**config.mk**
```make
export PLATFORM = sky130hd
export DESIGN_NAME = msg_rx_fifo
export DESIGN_NICKNAME = d
export VERILOG_FILES = /design/src/rtl/msg_rx_fifo.sv
export SDC_FILE = /design/constraint.sdc
export NUM_CORES = 1
export LEC_CHECK = 0
export BUFFER_PORTS_ARGS = -buffer_cell sky130_fd_sc_hd__buf_2
export CAP_MARGIN = 0
export CORE_MARGIN = 1.5
export CORE_UTILIZATION = 48
export DETAILED_ROUTE_END_ITERATION = 8
export HOLD_SLACK_MARGIN = 0.15
export PLACE_DENSITY = 0.66
export SLEW_MARGIN = 25
export SYNTH_ARGS = -nofsm -noshare
export SYNTH_HDL_FRONTEND = slang
export SYNTH_SLANG_ARGS = --single-unit
```
**constraint.sdc**
```tcl
create_clock -name clk -period 6.15 [get_ports clk]
set_clock_uncertainty 0.2 [all_clocks]
set_input_delay 0.9225 -clock clk [delete_from_list [all_inputs] [get_ports clk]]
set_output_delay 0.9225 -clock clk [all_outputs]
set_load 0.02 [all_outputs]
```
**src/rtl/msg_rx_fifo.sv**
```systemverilog
module msg_rx_fifo #(
  parameter int DEPTH = 64,
  parameter int WIN   = 13,
  localparam int AW   = $clog2(DEPTH),
  localparam int WAW  = $clog2(WIN)
) (
  input  logic           clk,
  input  logic           rst_n,
  input  logic           soft_rst,
  input  logic           frm_start,
  input  logic           byte_we,
  input  logic [7:0]     byte_in,
  input  logic           frm_ok,
  input  logic           frm_err,
  input  logic           rel_cmd,
  input  logic           clr_ovr,
  input  logic           tq_tick,
  input  logic [WAW-1:0] win_addr,
  output logic [7:0]     win_data,
  output logic           has_msg,
  output logic           ovr_flag,
  output logic [AW:0]    msg_cnt,
  output logic [AW-1:0]  win_base
);

  function automatic logic [3:0] mlen(input logic [7:0] h);
    if (h[4])             mlen = 4'd2;
    else if (h[3:0] > 4'd8) mlen = 4'd10;
    else                  mlen = h[3:0] + 4'd2;
  endfunction

  logic [7:0]    mem [DEPTH];
  logic [AW-1:0] rd_ptr, fbase;
  logic [AW:0]   used, cnt;
  logic [3:0]    fcnt;
  logic          in_frm, drop, rbs, ovr;

  logic [3:0] flen, rlen;
  logic       byte_try, room, byte_ok, commit, ovr_evt, do_rel;

  assign flen     = mlen(mem[fbase + AW'(1)]);
  assign rlen     = mlen(mem[rd_ptr + AW'(1)]);
  assign byte_try = in_frm && !drop && byte_we && !frm_start &&
                    (fcnt < 4'd2 || fcnt < flen);
  assign room     = (used + (AW+1)'(fcnt)) < (AW+1)'(DEPTH);
  assign byte_ok  = byte_try && room;
  assign commit   = in_frm && frm_ok && !drop && !frm_start &&
                    fcnt >= 4'd2 && fcnt == flen;
  assign ovr_evt  = in_frm && frm_ok && drop && !frm_start;
  assign do_rel   = rel_cmd && cnt != '0;

  always_ff @(posedge clk)
    if (byte_ok && !soft_rst)
      mem[fbase + AW'(fcnt)] <= byte_in;

  always_ff @(posedge clk or negedge rst_n) begin
    if (!rst_n) begin
      rd_ptr <= '0;
      fbase  <= '0;
      used   <= '0;
      cnt    <= '0;
      fcnt   <= '0;
      in_frm <= 1'b0;
      drop   <= 1'b0;
      rbs    <= 1'b0;
      ovr    <= 1'b0;
    end else if (soft_rst) begin
      fbase  <= rd_ptr;
      used   <= '0;
      cnt    <= '0;
      fcnt   <= '0;
      in_frm <= 1'b0;
      drop   <= 1'b0;
      rbs    <= 1'b0;
      ovr    <= 1'b0;
    end else begin
      used <= used + (commit ? (AW+1)'(fcnt) : '0) - (do_rel ? (AW+1)'(rlen) : '0);
      cnt  <= cnt + (commit ? (AW+1)'(1) : '0) - (do_rel ? (AW+1)'(1) : '0);
      if (do_rel) rd_ptr <= rd_ptr + AW'(rlen);

      if (frm_start) begin
        in_frm <= 1'b1;
        drop   <= 1'b0;
        fcnt   <= '0;
      end else if (in_frm && (frm_ok || frm_err)) begin
        in_frm <= 1'b0;
        drop   <= 1'b0;
        fcnt   <= '0;
        if (commit) fbase <= fbase + AW'(fcnt);
      end else if (byte_try) begin
        if (room) fcnt <= fcnt + 4'd1;
        else begin
          drop <= 1'b1;
          fcnt <= '0;
        end
      end

      if (rel_cmd)                       rbs <= 1'b0;
      else if (commit)                   rbs <= 1'b1;
      else if (tq_tick && cnt != '0)     rbs <= 1'b1;

      if (ovr_evt)      ovr <= 1'b1;
      else if (clr_ovr) ovr <= 1'b0;
    end
  end

  assign win_data = (32'(win_addr) < WIN) ? mem[rd_ptr + AW'(win_addr)] : 8'h00;
  assign has_msg  = rbs;
  assign ovr_flag = ovr;
  assign msg_cnt  = cnt;
  assign win_base = rd_ptr;

endmodule

```
==> results of run 1 <==
[power breakdown]
part | switching, mW | total, mW | internal, mW | leakage [nW]
logic | 5.24 | 10.1 | 4.82 | 5.04
clock network | 1.45 | 3.37 | 1.92 | 0.895
registers | 0.173 | 4.33 | 4.15 | 5.04
[flip-flops by register name (all words and copies together) (netlist names)]
register / cells
win_base: 6
drop: 1
in_frm: 1
used: 7
msg_cnt: 7
fbase: 6
has_msg: 1
mem: 512
fcnt: 4
ovr_flag: 1
[kinds of logic (layout without fill, tap and decap cells)]
kind of cell	Yosys count	in the layout	synth area share, %
flops	546	546	58.2
other cells	0	1	0
fa+ha+maj	50	50	2.46
compound gates	106	106	2.57
simple gates	227	227	3.73
mux	394	394	29.8
buf+inv	133	374	2.12
xor+xnor	37	37	1.19
[final cells by class]
class	count	area, µm²	area share (%)
multi-input combinational	814	11300	34.9
antenna	1	2.50	0.00769
sequential	546	16200	49.9
tap	765	957	2.94
timing repair buffer	233	2070	6.36
clock buffer	64	1470	4.53
inverter	39	146	0.450
clock inverter	38	323	0.992
[final timing paths]
check | cells after the start | start | slack [ps] | to
max | 10 | win_base[0] | 90 | win_data[5]
min | 1 | rst_n | 180 | msg_cnt[6]
max reg2reg | 23 | fbase[0] | 90 | used[6]
min reg2reg | 2 | ovr_flag | 330 | ovr_flag
max in group asynchronous | 1 | rst_n | 4960 | fbase[0]
min in group clk | 2 | rel_cmd | 260 | has_msg
[worst max-delay path, stage by stage (launching register included)]
cell,delay (ps)
dfrtp_4,690
ha_4,270
fa_4,850
buf_12,180
buf_4,180
mux4_2,350
mux4_2,610
nor2b_1,180
a211oi_1,630
a211oi_1,150
buf_2,210
[Yosys cell counts (13+ instances only)]
master / number / area (µm²)
a211oi_1: 18 / 135
a21o_1: 14 / 105
a21oi_1: 21 / 105
buf_2: 31 / 155
clkbuf_1: 39 / 146
dfrtp_1: 34 / 851
edfxtp_1: 512 / 15400
ha_1: 42 / 526
inv_1: 39 / 146
mux2i_1: 42 / 420
mux4_2: 347 / 7820
nand2_1: 52 / 195
nand3_1: 13 / 65.1
nor2_1: 100 / 375
nor2b_1: 20 / 125
o21ai_0: 18 / 90.1
xnor2_1: 18 / 158
xor2_1: 18 / 158
[timing repair]
item / in CTS / in global routing
gates resized for setup: 5 / 31
endpoints found under the hold margin: 0 / 0
setup buffers: 4 / 17
endpoints found under the setup margin: 29 / 224
pin swaps: 1 / 20
cloned: 0 / 7
[per-layer routing]
metal  up-vias  part of all wire, %  GRT usage (%)
met5         -                    0              0
met4         0                  4.5           11.2
met3       170                   10           6.04
met2       949                   48           42.1
met1      8635                   38           36.6
li1       6683                    -              -
==> flow_summary.yaml, run 1 <==
cts:
  htree_num_levels: 2
  clockRootBuffer: "clkbuf_16"
  cts_hold_buf: 0
  max-clock-path-buffers: 3
  cts_inserted_buffers: 57
  cts_tree: "done"
  insertion_delay_ps: 630
  cts.sinks: 546
  clk_pin_slew_ps: 60
place:
  dp_cells: 2369
  pre_cts_slack_ps: -160
  port_buffers: 44
  hpwl_mm: 52.1
  dpl_cell_area_um2: 30200
  place_congestion: 0.903
final_layout:
  layout_common_cells: "512 x edfxtp_1, 347 x mux4_2, 160 x buf_4"
  num-fill-cells: 4378
  fin_area_um2: 32600
  final_cells: 2500
  finalNetCount: 1763
  drive_gt1_share_pct: 40.8
  utilization_pct: 56.5
  area_delta_synth_final_pct: 16.7
  final_common_cell: "edfxtp_1"
yosys:
  yosysSeqAreaShare_pct: 58.2
  synth.distinct_cells: 58
  synthArstFlopShare_pct: 6.23
  synth-edff-count: 512
  ys_ff_latch: 546
  avgSynthCellArea_um2: 18.7
  ys.flop_type: "edfxtp_1"
  syn-cell-area_um2: 27900
  synthesis.instances: 1493
  syn_nets: 1565
  ys.warnings.count: 0
timing:
  setup_violations: 0
  hold-worst-slack_ps: 179
  worst_slack_ps: 86.0
  worst_pin_slew_ps: 971
  post-route-min-period_ps: 6060
  min_period_over_period_pct: 98.6
  slew_headroom_pct: 33.6
  finalSetupTns_ps: 0
  hold_violations: 0
  rsz0062_at_grt: "true"
  slew_violations: 0
  fmax_mhz: 165
power_and_ir_drop:
  power_mw: 17.8
  max-vdd-ir-drop_uv: 451
  power.density_nw_per_um2: 546
  p_leak_nw: 11.0
detailed_routing:
  drt_first_pass_iters: 5
  drtIter0Drc: 2044
  num_vias: 16400
  wirelength_mm: 79.9
  final_antenna_net_count: 0
  vias_per_cell: 6.57
  route.detailed.drc: 0
  wire_per_inst_um: 32.0
worst_setup_path:
  cp_data_required_time_ps: 5030
  cp_max_fo: 23
  worst_setup_path_start_kind: "register"
  end_kind: "output pin"
  crit_type: "reg2out"
  critPathArrivalTime_ps: 4940
run:
  maxCapViolCount: 0
die:
  dieArea_um2: 59600
  start_util_pct: 48.4
  core_region_area_um2: 57600
  rows: 88
  ios: 45
  die_w_um: 244
  die_h_um: 244
run_status:
  outcome: "finished, final reports clean"
grt:
  grt_first_pass_wirelength_mm: 114
  grt_antenna_before_repair: 1
  grt_max_degree: 65
  overflow: 0
  grt_pass1_vias: 16500
  track_usage_pct: 26.9
min_path:
  hold_class: "in2async"
Power figures use the tool's default switching activity.
==> run 2: changes to the inputs <==
--- a/config.mk
+++ b/config.mk
@@ -11,7 +11,7 @@
 export CORE_UTILIZATION = 48
 export DETAILED_ROUTE_END_ITERATION = 8
 export HOLD_SLACK_MARGIN = 0.15
-export PLACE_DENSITY = 0.66
+export PLACE_DENSITY_LB_ADDON = 0.2
 export SLEW_MARGIN = 25
 export SYNTH_ARGS = -nofsm -noshare
 export SYNTH_HDL_FRONTEND = slang
==> flow_summary.yaml, run 2 (synthesis results as in run 1) <==
place:
  place_congestion: 0.936
  dp_cells: 2401
  hpwl_mm: 52.5
  port_buffers: 44
  pre_cts_slack_ps: 37.6
power_and_ir_drop:
  clkPwrFrac_pct: 19.2
  power_mw: 17.9
  power.density_nw_per_um2: 541
  combPwrFrac_pct: 56.7
  p_sw_mw: 6.83
  max-vdd-ir-drop_uv: 564
  p_int_mw: 11.0
  power.share.sequential_pct: 24.1
  p_leak_nw: 11.1
  swShare_pct: 38.2
worst_setup_path:
  slowest_stage: "fa_1"
  cpMostUsedCell: "a21o_1"
  crit_type: "reg2reg"
  r2r-end: "used[5]"
  critPathArrivalTime_ps: 6380
  rrSetupSlack_ps: 60
  ff2ff_path_depth: 22
  regToRegStartpoint: "fbase[0]"
  slowest_delay_ps: 560
  worst_setup_path_start_kind: "register"
  cp_data_required_time_ps: 6430
  crit_chain: "ha_4 -> clkbuf_16 -> buf_6 -> mux4_2 -> mux4_2 -> mux2i_1 -> mux2i_2 -> a211o_4 -> ha_4 -> nand4_1 -> nor4_2 -> buf_4 -> nand2_4 -> fa_1 -> inv_1 -> ha_1 -> a21o_1 -> a21o_1 -> a21o_1 -> a21oi_2 -> xor2_1 -> nor2_1"
  end_kind: "register"
  cp_max_fo: 8
die:
  die_h_um: 244
  start_util_pct: 48.4
  dieArea_um2: 59600
  die_w_um: 244
  core_region_area_um2: 57600
  rows: 88
  ios: 45
final_layout:
  finalNetCount: 1792
  regMostFlops: "mem"
  antenna_cells: 0
  largest_reg_flops: 512
  drive_gt1_share_pct: 42.5
  area_delta_synth_final_pct: 18.2
  utilization_pct: 57.3
  layout_common_cells: "512 x edfxtp_1, 347 x mux4_2, 179 x buf_4"
  final_common_cell: "edfxtp_1"
  final_cells: 2533
timing:
  fmax_mhz: 164
  post-route-min-period_ps: 6090
  worst_slack_ps: 56.0
  slew_headroom_pct: 29.7
  hold_violations: 0
  slew_violations: 0
  worst_pin_slew_ps: 1050
  rsz0062_at_grt: "true"
  min_period_over_period_pct: 99.1
  setup_violations: 0
  hold-worst-slack_ps: 195
cts:
  clk_pin_slew_ps: 70
  cts.sinks: 546
  clockRootBuffer: "clkbuf_16"
  insertion_delay_ps: 620
  htree_num_levels: 2
  max-clock-path-buffers: 3
  cts_tree: "done"
  cts_inserted_buffers: 56
  cts_hold_buf: 0
grt:
  track_usage_pct: 26.7
  grt_max_degree: 65
  grt_pass1_vias: 16600
  overflow: 0
  grt_antenna_before_repair: 1
  grt_first_pass_wirelength_mm: 114
run:
  maxCapViolCount: 0
detailed_routing:
  vias_per_cell: 6.50
  wire_per_inst_um: 31.2
  num_vias: 16500
  wirelength_mm: 79.0
  route.detailed.drc: 0
  drtIter0Drc: 1905
  drt_first_pass_iters: 7
  final_antenna_net_count: 0
run_status:
  outcome: "finished, final reports clean"
min_path:
  hold_class: "in2async"
[run 2: changes by cell type in the layout (fill, tap and decap cells not counted), sizes merged]
| cell | previous run | this run |
|---|---|---|
| buf | 227 | 256 |
| clkinv | 32 | 26 |
| clkinvlp | 0 | 6 |
| clkbuf | 70 | 73 |
| bufinv | 5 | 6 |
| diode | 1 | 0 |
| inv | 40 | 41 |
[run 2: final cells by class]
type,count,area [µm²]
clock buffers,66,1480
well taps,765,957
fillers,4319,24600
clock inverters,40,374
multi-input cells,814,11400
flip-flops and latches,546,16200
repair buffers,263,2390
inverters,39,146
[run 2: what timing repair did]
item | CTS | global route
setup endpoints to repair | 0 | 193
buffers inserted | 0 | 19
gates resized for setup | 0 | 61
endpoints found under the hold margin | 0 | 0
[run 2: worst max-delay path by stage]
stage	startpoint	endpoint	slack, ps
2_1_floorplan	fbase[1]	used[5]	50
3_3_place_gp	fbase[0]	used[5]	110
3_5_place_dp	fbase[0]	msg_cnt[6]	40
4_1_cts	fbase[0]	msg_cnt[6]	6
5_1_grt	fbase[0]	mem[38][7]	-80
6_report	fbase[0]	used[5]	60
[run 2: worst max-delay path, delay by kind of cell, from the launching register on]
family          cells  cell delay [ps]
compound gates      5             1030
xor+xnor            1              180
fa+ha+maj           4             1520
buf+inv             4              590
flops               1              530
mux                 4             1440
simple gates        4              450
[run 2: routing by layer]
metal  global-route usage [%]  wire, µm
met1                     36.9     30800
met2                     42.3     38100
met3                     5.09      6820
met4                     10.6      3160
met5                        0        17
[run 2: stage by stage]
stage / instance area (µm²) / TNS (ps)
finish: 33000 / 0
global route: 33000 / -3140
CTS: 32400 / 0
detailed placement: 30500 / 0
global placement: 30500 / 0
floorplan: 27900 / 0
[run 2: power by group through the flow]
stage | Clock (mW) | Sequential [mW] | Combinational, mW
2_1_floorplan | 0 | 4.35 | 6.26
5_1_grt | 3.61 | 4.32 | 10.6
3_5_place_dp | 0 | 4.38 | 9.49
6_report | 3.42 | 4.30 | 10.1
4_1_cts | 3.47 | 4.30 | 9.54
3_3_place_gp | 0 | 4.38 | 9.48
